===== src/rtl/tts_pkg.sv =====
package tts_pkg;
  typedef enum logic [2:0] {
    ST_Z_IDLE  = 3'd0,
    ST_Z_SYNC  = 3'd1,
    ST_Z_ASYNC = 3'd2,
    ST_Y_IDLE  = 3'd3,
    ST_Y_SYNC  = 3'd4,
    ST_Y_ASYNC = 3'd5
  } tts_state_e;
endpackage


===== src/rtl/tts_rot_timer.sv =====
// Saturating rotation timer: reset/load to the expiry value, clear to zero.
module tts_rot_timer #(
  parameter int TARGET_ROT = 25,
  parameter int TW         = $clog2(TARGET_ROT + 2)
) (
  input  logic          clk,
  input  logic          rst,
  input  logic          tick,
  input  logic          clr,
  input  logic          load_cap,
  output logic [TW-1:0] cnt
);
  localparam logic [TW-1:0] CAP_V = TW'(TARGET_ROT + 1);

  always_ff @(posedge clk) begin
    if (rst || load_cap) begin
      cnt <= CAP_V;
    end else if (clr) begin
      cnt <= '0;
    end else if (tick && (cnt != CAP_V)) begin
      cnt <= cnt + 1'b1;
    end
  end
endmodule


===== src/rtl/tts_fsm.sv =====
// Six-state visit controller; Z and Y phases alternate on each release.
module tts_fsm
  import tts_pkg::*;
#(
  parameter int SYNC_ALLOC = 1,
  parameter int TARGET_ROT = 25,
  parameter int TW         = $clog2(TARGET_ROT + 2)
) (
  input  logic          clk,
  input  logic          rst,
  input  logic          grant,
  input  logic          async_req,
  input  logic [TW-1:0] tmr_z,
  input  logic [TW-1:0] tmr_y,
  output logic          clr_z,
  output logic          clr_y,
  output logic          load_z,
  output logic          load_y,
  output logic          token_release,
  output logic          phase_y,
  output logic          in_sync,
  output logic          in_async,
  output logic          proto_err
);
  localparam logic [TW-1:0] SA_V = TW'(SYNC_ALLOC);
  localparam logic [TW:0]   TG_W = (TW+1)'(TARGET_ROT);

  tts_state_e st_q, st_d;
  logic       y_now, rel_d, sync_done, early, async_done, busy;
  logic [TW-1:0] win_t, oth_t;

  always_comb begin
    y_now      = (st_q == ST_Y_IDLE) || (st_q == ST_Y_SYNC) || (st_q == ST_Y_ASYNC);
    win_t      = y_now ? tmr_z : tmr_y;
    oth_t      = y_now ? tmr_y : tmr_z;
    sync_done  = (win_t >= SA_V);
    early      = (({1'b0, oth_t} + 1'b1) <= TG_W);
    async_done = !async_req || ({1'b0, oth_t} >= TG_W);
    busy       = (st_q != ST_Z_IDLE) && (st_q != ST_Y_IDLE);
  end

  always_comb begin
    st_d   = st_q;
    rel_d  = 1'b0;
    clr_z  = 1'b0;
    clr_y  = 1'b0;
    load_z = 1'b0;
    load_y = 1'b0;
    unique case (st_q)
      ST_Z_IDLE: if (grant) begin
        clr_y = 1'b1;
        st_d  = ST_Z_SYNC;
      end
      ST_Z_SYNC: if (sync_done) begin
        if (early) begin
          st_d = ST_Z_ASYNC;
        end else begin
          rel_d  = 1'b1;
          load_z = 1'b1;
          st_d   = ST_Y_IDLE;
        end
      end
      ST_Z_ASYNC: if (async_done) begin
        rel_d  = 1'b1;
        load_z = 1'b1;
        st_d   = ST_Y_IDLE;
      end
      ST_Y_IDLE: if (grant) begin
        clr_z = 1'b1;
        st_d  = ST_Y_SYNC;
      end
      ST_Y_SYNC: if (sync_done) begin
        if (early) begin
          st_d = ST_Y_ASYNC;
        end else begin
          rel_d  = 1'b1;
          load_y = 1'b1;
          st_d   = ST_Z_IDLE;
        end
      end
      ST_Y_ASYNC: if (async_done) begin
        rel_d  = 1'b1;
        load_y = 1'b1;
        st_d   = ST_Z_IDLE;
      end
      default: st_d = ST_Z_IDLE;
    endcase
  end

  always_ff @(posedge clk) begin
    if (rst) begin
      st_q          <= ST_Z_IDLE;
      token_release <= 1'b0;
      phase_y       <= 1'b0;
      in_sync       <= 1'b0;
      in_async      <= 1'b0;
      proto_err     <= 1'b0;
    end else begin
      st_q          <= st_d;
      token_release <= rel_d;
      phase_y       <= (st_d == ST_Y_IDLE) || (st_d == ST_Y_SYNC) || (st_d == ST_Y_ASYNC);
      in_sync       <= (st_d == ST_Z_SYNC) || (st_d == ST_Y_SYNC);
      in_async      <= (st_d == ST_Z_ASYNC) || (st_d == ST_Y_ASYNC);
      proto_err     <= proto_err || (grant && busy);
    end
  end
endmodule


===== src/rtl/timed_token_station.sv =====
module timed_token_station #(
  parameter int SYNC_ALLOC = 1,
  parameter int TARGET_ROT = 25
) (
  input  logic clk,
  input  logic rst,
  input  logic tick_en,
  input  logic token_grant,
  input  logic async_req,
  output logic token_release,
  output logic phase_y,
  output logic in_sync,
  output logic in_async,
  output logic proto_err
);
  localparam int TW = $clog2(TARGET_ROT + 2);
  localparam int NT = 2;  // index 0: timer Z, index 1: timer Y

  logic [NT-1:0]  clr_v, load_v;
  logic [TW-1:0]  cnt_v [NT];
  logic [TW-1:0]  tmr_z, tmr_y;

  for (genvar i = 0; i < NT; i++) begin : g_tmr
    tts_rot_timer #(.TARGET_ROT(TARGET_ROT), .TW(TW)) u_tmr (
      .clk     (clk),
      .rst     (rst),
      .tick    (tick_en),
      .clr     (clr_v[i]),
      .load_cap(load_v[i]),
      .cnt     (cnt_v[i])
    );
  end

  assign tmr_z = cnt_v[0];
  assign tmr_y = cnt_v[1];

  tts_fsm #(.SYNC_ALLOC(SYNC_ALLOC), .TARGET_ROT(TARGET_ROT), .TW(TW)) u_fsm (
    .clk          (clk),
    .rst          (rst),
    .grant        (token_grant),
    .async_req    (async_req),
    .tmr_z        (tmr_z),
    .tmr_y        (tmr_y),
    .clr_z        (clr_v[0]),
    .clr_y        (clr_v[1]),
    .load_z       (load_v[0]),
    .load_y       (load_v[1]),
    .token_release(token_release),
    .phase_y      (phase_y),
    .in_sync      (in_sync),
    .in_async     (in_async),
    .proto_err    (proto_err)
  );
endmodule


===== config.mk =====
export PLATFORM = sky130hd
export DESIGN_NAME = timed_token_station
export DESIGN_NICKNAME = d
export VERILOG_FILES = /design/src/rtl/tts_pkg.sv /design/src/rtl/tts_rot_timer.sv /design/src/rtl/tts_fsm.sv /design/src/rtl/timed_token_station.sv
export SDC_FILE = /design/constraint.sdc
export NUM_CORES = 1
export LEC_CHECK = 0
export BUFFER_PORTS_ARGS = -buffer_cell sky130_fd_sc_hd__buf_2
export CAP_MARGIN = 0
export CORE_ASPECT_RATIO = 0.5
export CORE_MARGIN = 2
export CORE_UTILIZATION = 25
export CTS_BUF_LIST = sky130_fd_sc_hd__clkbuf_8
export CTS_CLUSTER_SIZE = 10
export DETAILED_ROUTE_END_ITERATION = 10
export GPL_ROUTABILITY_DRIVEN = 0
export GPL_TIMING_DRIVEN = 0
export MAX_ROUTING_LAYER = met4
export PLACE_DENSITY = 0.48
export RECOVER_POWER = 100
export SETUP_SLACK_MARGIN = 0.4
export SYNTH_ARGS = -nofsm -noshare
export SYNTH_HDL_FRONTEND = slang
export SYNTH_SLANG_ARGS = --single-unit

===== constraint.sdc =====
create_clock -name clk -period 1.6 [get_ports clk]
set_input_delay 0.08 -clock clk [delete_from_list [all_inputs] [get_ports clk]]
set_output_delay 0.08 -clock clk [all_outputs]
set_load 0.02 [all_outputs]

After elaboration in Yosys (flattened, before gate mapping)
Index checks and enable logic that the tools add are counted.
Storage, ports and cells
  register bits: 18
  input port bits: 5
  output and inout port bits: 5
  word-level logic and storage cells: 76
Cells by class
  $add $sub $neg: 3
  $lt $le $gt $ge: 3
  equal/unequal tests: 13
  multiplexer cells: 24
  reductions and logical operators: 23
Operators by type and width (count)
  5-bit two-way mux: 6
  3-bit two-way mux: 7
  3-bit one-hot mux with 6 select lines: 1
  3-bit by 2-bit equality test with 1-bit output (second input constant): 4
  3-bit equality test (second input constant): 4
  5-bit by 1-bit adder with 5-bit output (second input constant): 2
  1-bit logical OR: 10
  5-bit inequality test (second input constant): 2
  2-bit OR reduction: 4
  1-bit two-way mux: 7
  5-bit by 1-bit adder with 6-bit output (second input constant): 1
  3-bit by 1-bit equality test with 1-bit output (second input constant): 2
  6-bit by 5-bit less-or-equal comparator with 1-bit output (second input constant): 1
  1-bit one-hot mux with 2 select lines: 3
  5-bit by 1-bit >= comparator with 1-bit output (second input constant): 1
  5-bit >= comparator (second input constant): 1
  1-bit logical AND: 4
  2-bit nonzero test: 2
  3-bit logical NOT: 1
  3-bit by 2-bit inequality test with 1-bit output (second input constant): 1
  3-bit nonzero test: 1
  1-bit logical NOT: 1

Longest topological paths before layout
Gate-level depths: netlist of run 1.
  word-level depth: 12
  depth in mapped cells: 7
  gate-level depth less buffers: 7

Cells and area by module
From an unflattened synthesis of run 1, not the netlist that was laid out.
Second synthesis, totals
  cells, all modules: 116
  area total of the unflattened synthesis: 1041.0 µm²
By module, submodules not included
  tts_rot_timer: instances 2, cells each 27, area each 262.8 µm², sequential area each 100.1 µm²
  tts_fsm: instances 1, cells each 62, area each 515.5 µm², sequential area each 160.2 µm²

Worst setup path before layout of run 1
Ideal clock, no wire load.
  kind: register -> register
  from: register g_tmr[0].u_tmr.cnt[1]
  to: register u_fsm.in_async
  setup time: 0.072 ns
  arrival: 1.437 ns
  required time: 1.528 ns
  slack: 0.092 ns
  stages on the path, launching flop included: 5
  path buffers: 0
  clock period less this slack: 1.508 ns
  cell sequence: dfxtp_1 > o311a_1 > a221o_2 > a31oi_4 > mux2i_1
On the way
  cells in the longest elaborated chain, start to end: 8
  elaborated cells on any way between the ends: 17
  those cells by class: add/sub (1); order compare (3); eq/ne (2); mux (9); reduce/logical (2)
RTL lines
  start, declared: line tts_rot_timer.sv:11  | output logic [TW-1:0] cnt
  start signal, assigned: line tts_rot_timer.sv:21  | cnt <= cnt + 1'b1;
  5-bit two-way mux: line tts_fsm.sv:35  | oth_t = y_now ? tmr_y : tmr_z;
  5-bit by 1-bit adder with 6-bit output: line tts_fsm.sv:37  | early = (({1'b0, oth_t} + 1'b1) <= TG_W);
  6-bit by 5-bit less-or-equal comparator with 1-bit output: line tts_fsm.sv:37
  3-bit two-way mux or 1-bit two-way mux (tied branches): line tts_fsm.sv:73, tts_fsm.sv:55
  3-bit two-way mux, on equally long branches: line tts_fsm.sv:72, tts_fsm.sv:54
  3-bit one-hot mux with 6 select lines *: line tts_fsm.sv:49  | unique case (st_q)
  3-bit by 2-bit equality test with 1-bit output or 3-bit equality test (tied branches): line tts_fsm.sv:103  | in_async <= (st_d == ST_Z_ASYNC) || (st_d == ST_Y_ASYNC);
  1-bit logical OR *: line tts_fsm.sv:103
  end signal, assigned: line tts_fsm.sv:103
  end, declared: line tts_fsm.sv:22  | output logic in_async,
Every way passes the cells marked *; elsewhere a longest branch is shown, timed or not.
A chain may end at the register's enable or synchronous reset.

Final worst setup path of run 1
  from: register g_tmr[1].u_tmr.cnt[2]
  to: register g_tmr[0].u_tmr.cnt[2]
On the way
  cells in the longest elaborated chain, start to end: 8
  elaborated cells on any way between the ends: 13
  those cells by class: add/sub (1); order compare (3); mux (6); reduce/logical (3)
RTL lines
  start, declared: line tts_rot_timer.sv:11
  start signal, assigned: line tts_rot_timer.sv:21
  5-bit two-way mux: line tts_fsm.sv:35
  5-bit by 1-bit adder with 6-bit output: line tts_fsm.sv:37
  6-bit by 5-bit less-or-equal comparator with 1-bit output: line tts_fsm.sv:37
  1-bit two-way mux: line tts_fsm.sv:55  | if (early) begin
  1-bit two-way mux
  1-bit one-hot mux with 2 select lines *: line tts_fsm.sv:49
  1-bit logical OR *: line tts_rot_timer.sv:16  | if (rst || load_cap) begin
  2-bit OR reduction (no line) *
Marked as above.

==> flow_summary_export.csv, run 1 <==
group,metric,value,unit
logic_synthesis,synth-edff-count,0,
critical_path,critPathCaptureType,"register",
logic_synthesis,synthCells,121,
logic_synthesis,synth_top_family_by_area,"compound AO/OA/AOI/OAI gates",
clock_network,h-tree-depth,1,
die,core_area,0.00398,mm²
die,initial_core_util,0.266,
logic_synthesis,ys_seq_area_frac,0.340,
clock_network,clkTransAtPathRegs,0.07,ns
sta,grt_setup_unrepaired,"true",
finish,final_cells,194,
sta,fin_crit_sh,0.999,
sta,skew,0.00187,ns
finish,final_layout_size_suffix_gt1_frac,0.407,
place,dpl_worst_slack,-0.0849,ns
sta,relSlewSlack,0.647,
logic_synthesis,synth_top_cell_by_area,"dfxtp_1",
logic_synthesis,avgSynthCellArea,8.75,µm²
route,drt_wl_total,2560,µm
route,drt-initial-drc-count,14,
clock_network,cts.sinks,18,
logic_synthesis,yosysMostFrequentCell,"dfxtp_1",
logic_synthesis,syn-num-nets,130,
grt,antenna_found_initial,0,
finish,area_growth,39.1,%
logic_synthesis,synth-simple-area-share,0.233,
sta,setup_tns,0,ns
clock_network,numCtsBuffers,3,
logic_synthesis,async_flop_share,0,
job,drv_cap,0,
grt,grt-ovfl-total,0,
place,portBuffers,7,
sta,hold_violations,0,
logic_synthesis,synth.ff_latch_count,18,
die,rows,16,
route,antenna_left,0,
finish,nets,151,
clock_network,clk_latency,0.26,ns
grt,grt_pass1_vias,858,
critical_path,arrival,1.78,ns
logic_synthesis,synth_compound_area_frac,0.246,
logic_synthesis,ys.flop_type,"dfxtp_1",
route,wire_per_inst,13.2,µm
power,p_per_area,1070,mW/mm²
power,ir_worst_vdd,0.222,mV
die,die_area,0.00480,mm²
clock_network,clockBufferDepth,2,
route,vias_per_cell,4.80,
die,die_w,96.0,µm
logic_synthesis,synth.mux.area_fraction,0.0189,
logic_synthesis,synth_top_area_frac,0.340,
sta,fmax,626,MHz
clock_network,cts_tree,"yes",
critical_path,crit_required,1.78,ns
route,drc,0,
clock_network,clockRootBuffer,"clkbuf_8",
logic_synthesis,synthTopCellsByCount,"dfxtp_1 (18), o21ai_0 (8)",
grt,track_usage,0.108,
finish,final_core_util,0.370,
finish,antenna_cells,0,
sta,tightestPinTransition,0.529,ns
die,die_h,50.0,µm
sta,setup_viol,0,
worst_hold_path,hold_path.class,"in2reg",
status,outcome,"finished clean",
grt,grt_pass1_wl,3840,µm
logic_synthesis,yosysWarningCount,0,
place,dp.cells,182,
critical_path,worstSetupPathType,"reg2reg",
power,p_leak,0.549,nW
die,io_pins,10,
critical_path,worstPathMaxFanout,3,
logic_synthesis,synthXorXnorAreaFrac,0.0662,
sta,period_minus_slack,1.60,ns
critical_path,critPathLaunchType,"register",
finish,n_fill_cell,406,
logic_synthesis,netlist_area,0.00106,mm²
grt,grt_max_degree,11,
sta,setup_slack,0.00202,ns
logic_synthesis,synth_area_leaders,"dfxtp_1 (34%), xor2_1 (5.0%), ha_1 (4.7%), o21ai_0 (3.8%), a21oi_1 (2.8%)",
logic_synthesis,yosysUniqueCellTypes,47,
route,vias,932,
sta,maxSlewViolCount,0,
logic_synthesis,synth_fa_ha_area_frac,0.0473,
route,dr.pass1.iters,4,
place,dp_hpwl,1570,µm
-- per-layer routing --
layer	routed length, µm	GRT usage	up-vias	part of all wire
met4	10	0.0286	0	0.0039
li1	-	-	476	-
met1	1180	0.128	438	0.46
met5	0	-	-	0
met3	89	0.0413	3	0.035
met2	1280	0.172	15	0.50
-- layout make-up --
| class | count | area (µm²) | area share |
|---|---|---|---|
| buffer | 6 | 50.0 | 0.0340 |
| clock buffer | 3 | 41.3 | 0.0280 |
| inverter | 6 | 22.5 | 0.0153 |
| multi-input combinational | 91 | 810 | 0.550 |
| sequential | 18 | 378 | 0.257 |
| tap | 54 | 67.6 | 0.0459 |
| timing repair buffer | 16 | 104 | 0.0705 |
-- state kept, by name, indices dropped and copies added, names as in the netlist --
signal               flops
u_fsm.phase_y            1
u_fsm.st_q               3
u_fsm.token_release      1
u_fsm.proto_err          1
u_fsm.in_async           1
g_tmr.u_tmr.cnt         10
u_fsm.in_sync            1
-- metrics by stage --
step | total power (W) | hold WS, ns | instance area, µm²
finish | 0.00157 | 0.151 | 1470
global route | 0.00167 | 0.160 | 1470
CTS | 0.00149 | 0.114 | 1370
detailed placement | 0.00104 | 0.383 | 1170
global placement | 0.00105 | 0.373 | 1170
floorplan | 0.000945 | 0.221 | 1070
-- placed cells by master, fill, tap and decap left out, types with 2 or more instances in the layout --
cell and count:
nor2b_4 3, o311a_4 2, mux2i_1 2, nand4_1 4, xnor2_1 2, nand2_1 4
dfxtp_4 4, o21ai_0 2, and2_4 2, ha_1 4, dfxtp_1 12, nor3b_2 2
clkbuf_8 3, o21bai_4 2, o21a_1 2, nor2_1 6, a21oi_2 2, a21oi_1 5
inv_1 6, nand3_1 3, clkbuf_1 6, buf_4 7, nor3_2 4, or3_4 3
buf_2 2, o21ai_1 7, xor2_1 6, buf_6 4, nand4b_1 2, dfxtp_2 2
-- cells by family (layout without fill, tap and decap cells) --
kind of cell               Yosys count  after routing
and+or+nand+nor                     41             41
xor gates and xnor gates             8              8
buffers and inverters               12             31
AOI/OAI and AO/OA                   36             36
muxes                                2              2
adders and majority gates            4              4
DFF                                 18             18
-- critical path, stage by stage, from the launching register on --
cell and delay (ns):
dfxtp_4 0.35, or3_4 0.39, o31a_1 0.29, a21oi_2 0.17, buf_4 0.14, o21bai_4 0.07, nor3_2 0.10
-- worst paths after layout --
kind,start,to,slack (ns),cells past startpoint
setup / recovery,g_tmr[1].u_tmr.cnt[2]$_SDFFE_PP0P_,g_tmr[0].u_tmr.cnt[2]$_SDFFE_PP0P_,0.002,6
hold / removal,token_grant,u_fsm.proto_err$_SDFF_PP0_,0.15,3
setup reg to reg,g_tmr[1].u_tmr.cnt[2]$_SDFFE_PP0P_,g_tmr[0].u_tmr.cnt[2]$_SDFFE_PP0P_,0.002,6
hold reg to reg,u_fsm.proto_err$_SDFF_PP0_,u_fsm.proto_err$_SDFF_PP0_,0.47,2
-- report_power, final --
part	internal, W	switching (W)	leakage (nW)
Combinational	0.000331	0.000353	0.377
Sequential	0.000510	0.0000529	0.150
Clock	0.000168	0.000155	0.0216
Total	0.00101	0.000560	0.549
-- timing repair --
action	CTS	global route
resized for setup	27	24
hold buffers	0	0
buffers inserted	7	2
endpoints found under the setup margin	18	18
pin swaps	6	7
Note: power is estimated with default switching activity, not from simulation.
==> run 2: changes to the inputs <==
- PLACE_DENSITY: 0.48 -> 0.46
- clock period: 1.6 -> 2 ns (I/O delays scaled with it)
==> flow_summary_export.csv, run 2 (same netlist as run 1, synthesis figures left out) <==
group,metric,value,unit
die,die_area,0.00480,mm²
finish,largest_register_ffs,10,
critical_path,worstPathMaxFanout,6,
finish,mostFrequentLayoutCell,"dfxtp_1",
finish,design_area,0.00127,mm²
route,vias_per_cell,4.87,
grt,grt_max_degree,11,
die,die_h,50.0,µm
clock_network,numCtsBuffers,3,
route,antenna_left,0,
power,p_per_area,902,mW/mm²
worst_hold_path,holdPathEnd,"u_fsm.proto_err$_SDFF_PP0_",
grt,grt-ovfl-total,0,
critical_path,r2r_cells,5,
clock_network,cts_tree,"yes",
finish,antenna_cells,0,
finish,final_core_util,0.320,
place,dp_hpwl,1690,µm
critical_path,crit_path_max_incr_delay,0.43,ns
finish,area_growth,20.3,%
critical_path,crit_chain,"or3_1 -> nor3_1 -> a221o_2 -> a31oi_1 -> mux2i_1",
sta,setup_viol,0,
sta,fin_crit_sh,0.869,
critical_path,cp-startpoint,"g_tmr[1].u_tmr.cnt[2]$_SDFFE_PP0P_",
sta,fmax,576,MHz
place,dpl_worst_slack,0.320,ns
critical_path,r2r-end,"u_fsm.in_async$_SDFF_PP0_",
status,outcome,"finished clean",
clock_network,cts.sinks,18,
critical_path,critPathCaptureType,"register",
route,drt_wl_total,2390,µm
sta,setup_slack,0.263,ns
critical_path,r2r_start,"g_tmr[1].u_tmr.cnt[2]$_SDFFE_PP0P_",
sta,grt_setup_unrepaired,"true",
critical_path,crit_required,2.14,ns
worst_hold_path,hold_path.class,"in2reg",
grt,antenna_found_initial,0,
place,place_area,0.00116,mm²
clock_network,h-tree-depth,1,
route,vias,910,
route,drc,0,
die,io_pins,10,
finish,n_fill_cell,415,
worst_hold_path,whs_path_depth,3,
grt,track_usage,0.116,
critical_path,slowest_stage,"or3_1",
sta,period_minus_slack,1.74,ns
sta,maxSlewViolCount,0,
critical_path,worstSetupPathType,"reg2reg",
job,drv_cap,0,
clock_network,clk_latency,0.25,ns
die,core_area,0.00398,mm²
worst_hold_path,hp-start,"token_grant",
sta,relSlewSlack,0.654,
sta,tightestPinTransition,0.518,ns
route,drt-initial-drc-count,38,
finish,nets,143,
clock_network,ctsHoldBuffers,0,
critical_path,reg2reg_slack,0.26,ns
clock_network,clockBufferDepth,2,
clock_network,clockRootBuffer,"clkbuf_8",
finish,largest_register,"g_tmr.u_tmr.cnt",
place,portBuffers,7,
grt,grt_pass1_vias,871,
sta,setup_tns,0,ns
critical_path,arrival,1.87,ns
power,p_leak,0.486,nW
route,dr.pass1.iters,4,
sta,hold_violations,0,
sta,skew,0.00440,ns
critical_path,critPathLaunchType,"register",
route,wire_per_inst,12.8,µm
finish,reg_top3,"g_tmr.u_tmr.cnt (10), u_fsm.st_q (3)",
die,initial_core_util,0.266,
finish,final_layout_size_suffix_gt1_frac,0.248,
die,die_w,96.0,µm
grt,grt_pass1_wl,4080,µm
finish,final_cell_mix,"dfxtp_1 (13), o21ai_0 (7), a21oi_1 (7)",
clock_network,clkTransAtPathRegs,0.07,ns
die,rows,16,
power,ir_worst_vdd,0.258,mV
[run 2: changes by cell type in the layout (fill, tap and decap cells not counted), sizes merged]
cell    change
buf         -8
clkbuf      +1
[run 2: critical path, delay by kind of cell, from the launching register on]
| kind | cells | cell delay [ns] |
|---|---|---|
| flip-flops | 1 | 0.36 |
| AO/OA/AOI/OAI | 2 | 0.34 |
| multiplexers | 1 | 0.16 |
| AND/OR/NAND/NOR | 2 | 0.77 |
[run 2: cell type report]
cell class / instances / area [µm²] / area share
Sequential cell: 18 / 369 / 0.290
Timing Repair Buffer: 8 / 36.3 / 0.0285
Clock buffer: 4 / 55.1 / 0.0432
Buffer: 6 / 38.8 / 0.0305
Multi-Input combinational cell: 91 / 684 / 0.537
Inverter: 6 / 22.5 / 0.0177
Tap cell: 54 / 67.6 / 0.0530
[run 2: report_power, final]
part	internal, W	total, W	switching [W]	leakage [nW]
clock	0.000175	0.000302	0.000127	0.0288
combinational	0.000172	0.000398	0.000226	0.308
sequential	0.000409	0.000449	0.0000404	0.149
total	0.000756	0.00115	0.000393	0.486
[run 2: timing repair]
item                                    in CTS  in global routing
buffers inserted                             0                  1
resized for setup                           15                 18
endpoints found under the setup margin      10                 16
pin swaps                                    5                  6
[run 2: worst max-delay path by stage]
| stage | slack (ns) | to |
|---|---|---|
| floorplan | 0.49 | u_fsm.in_async$_SDFF_PP0_ |
| global placement | 0.30 | g_tmr[1].u_tmr.cnt[4]$_SDFFE_PP1P_ |
| detailed placement | 0.32 | g_tmr[1].u_tmr.cnt[4]$_SDFFE_PP1P_ |
| CTS | 0.40 | g_tmr[0].u_tmr.cnt[4]$_SDFFE_PP1P_ |
| global route | 0.15 | g_tmr[0].u_tmr.cnt[1]$_SDFFE_PP1P_ |
| finish | 0.26 | u_fsm.in_async$_SDFF_PP0_ |
[run 2: routing by layer]
metal / track usage / up-vias / wire length [µm]
li1: - / 464 / -
met1: 0.145 / 425 / 1150
met2: 0.174 / 19 / 1090
met3: 0.0413 / 2 / 129
met4: 0.0357 / 0 / 23
met5: - / - / 0
[run 2: metrics by stage]
stage / std cells / total power, W / hold WS [ns]
2_1_floorplan: 121 / 0.000751 / 0.241
3_3_place_gp: 182 / 0.000835 / 0.388
3_5_place_dp: 182 / 0.000835 / 0.416
4_1_cts: 186 / 0.00117 / 0.141
5_1_grt: 187 / 0.00124 / 0.174
6_report: 187 / 0.00115 / 0.149
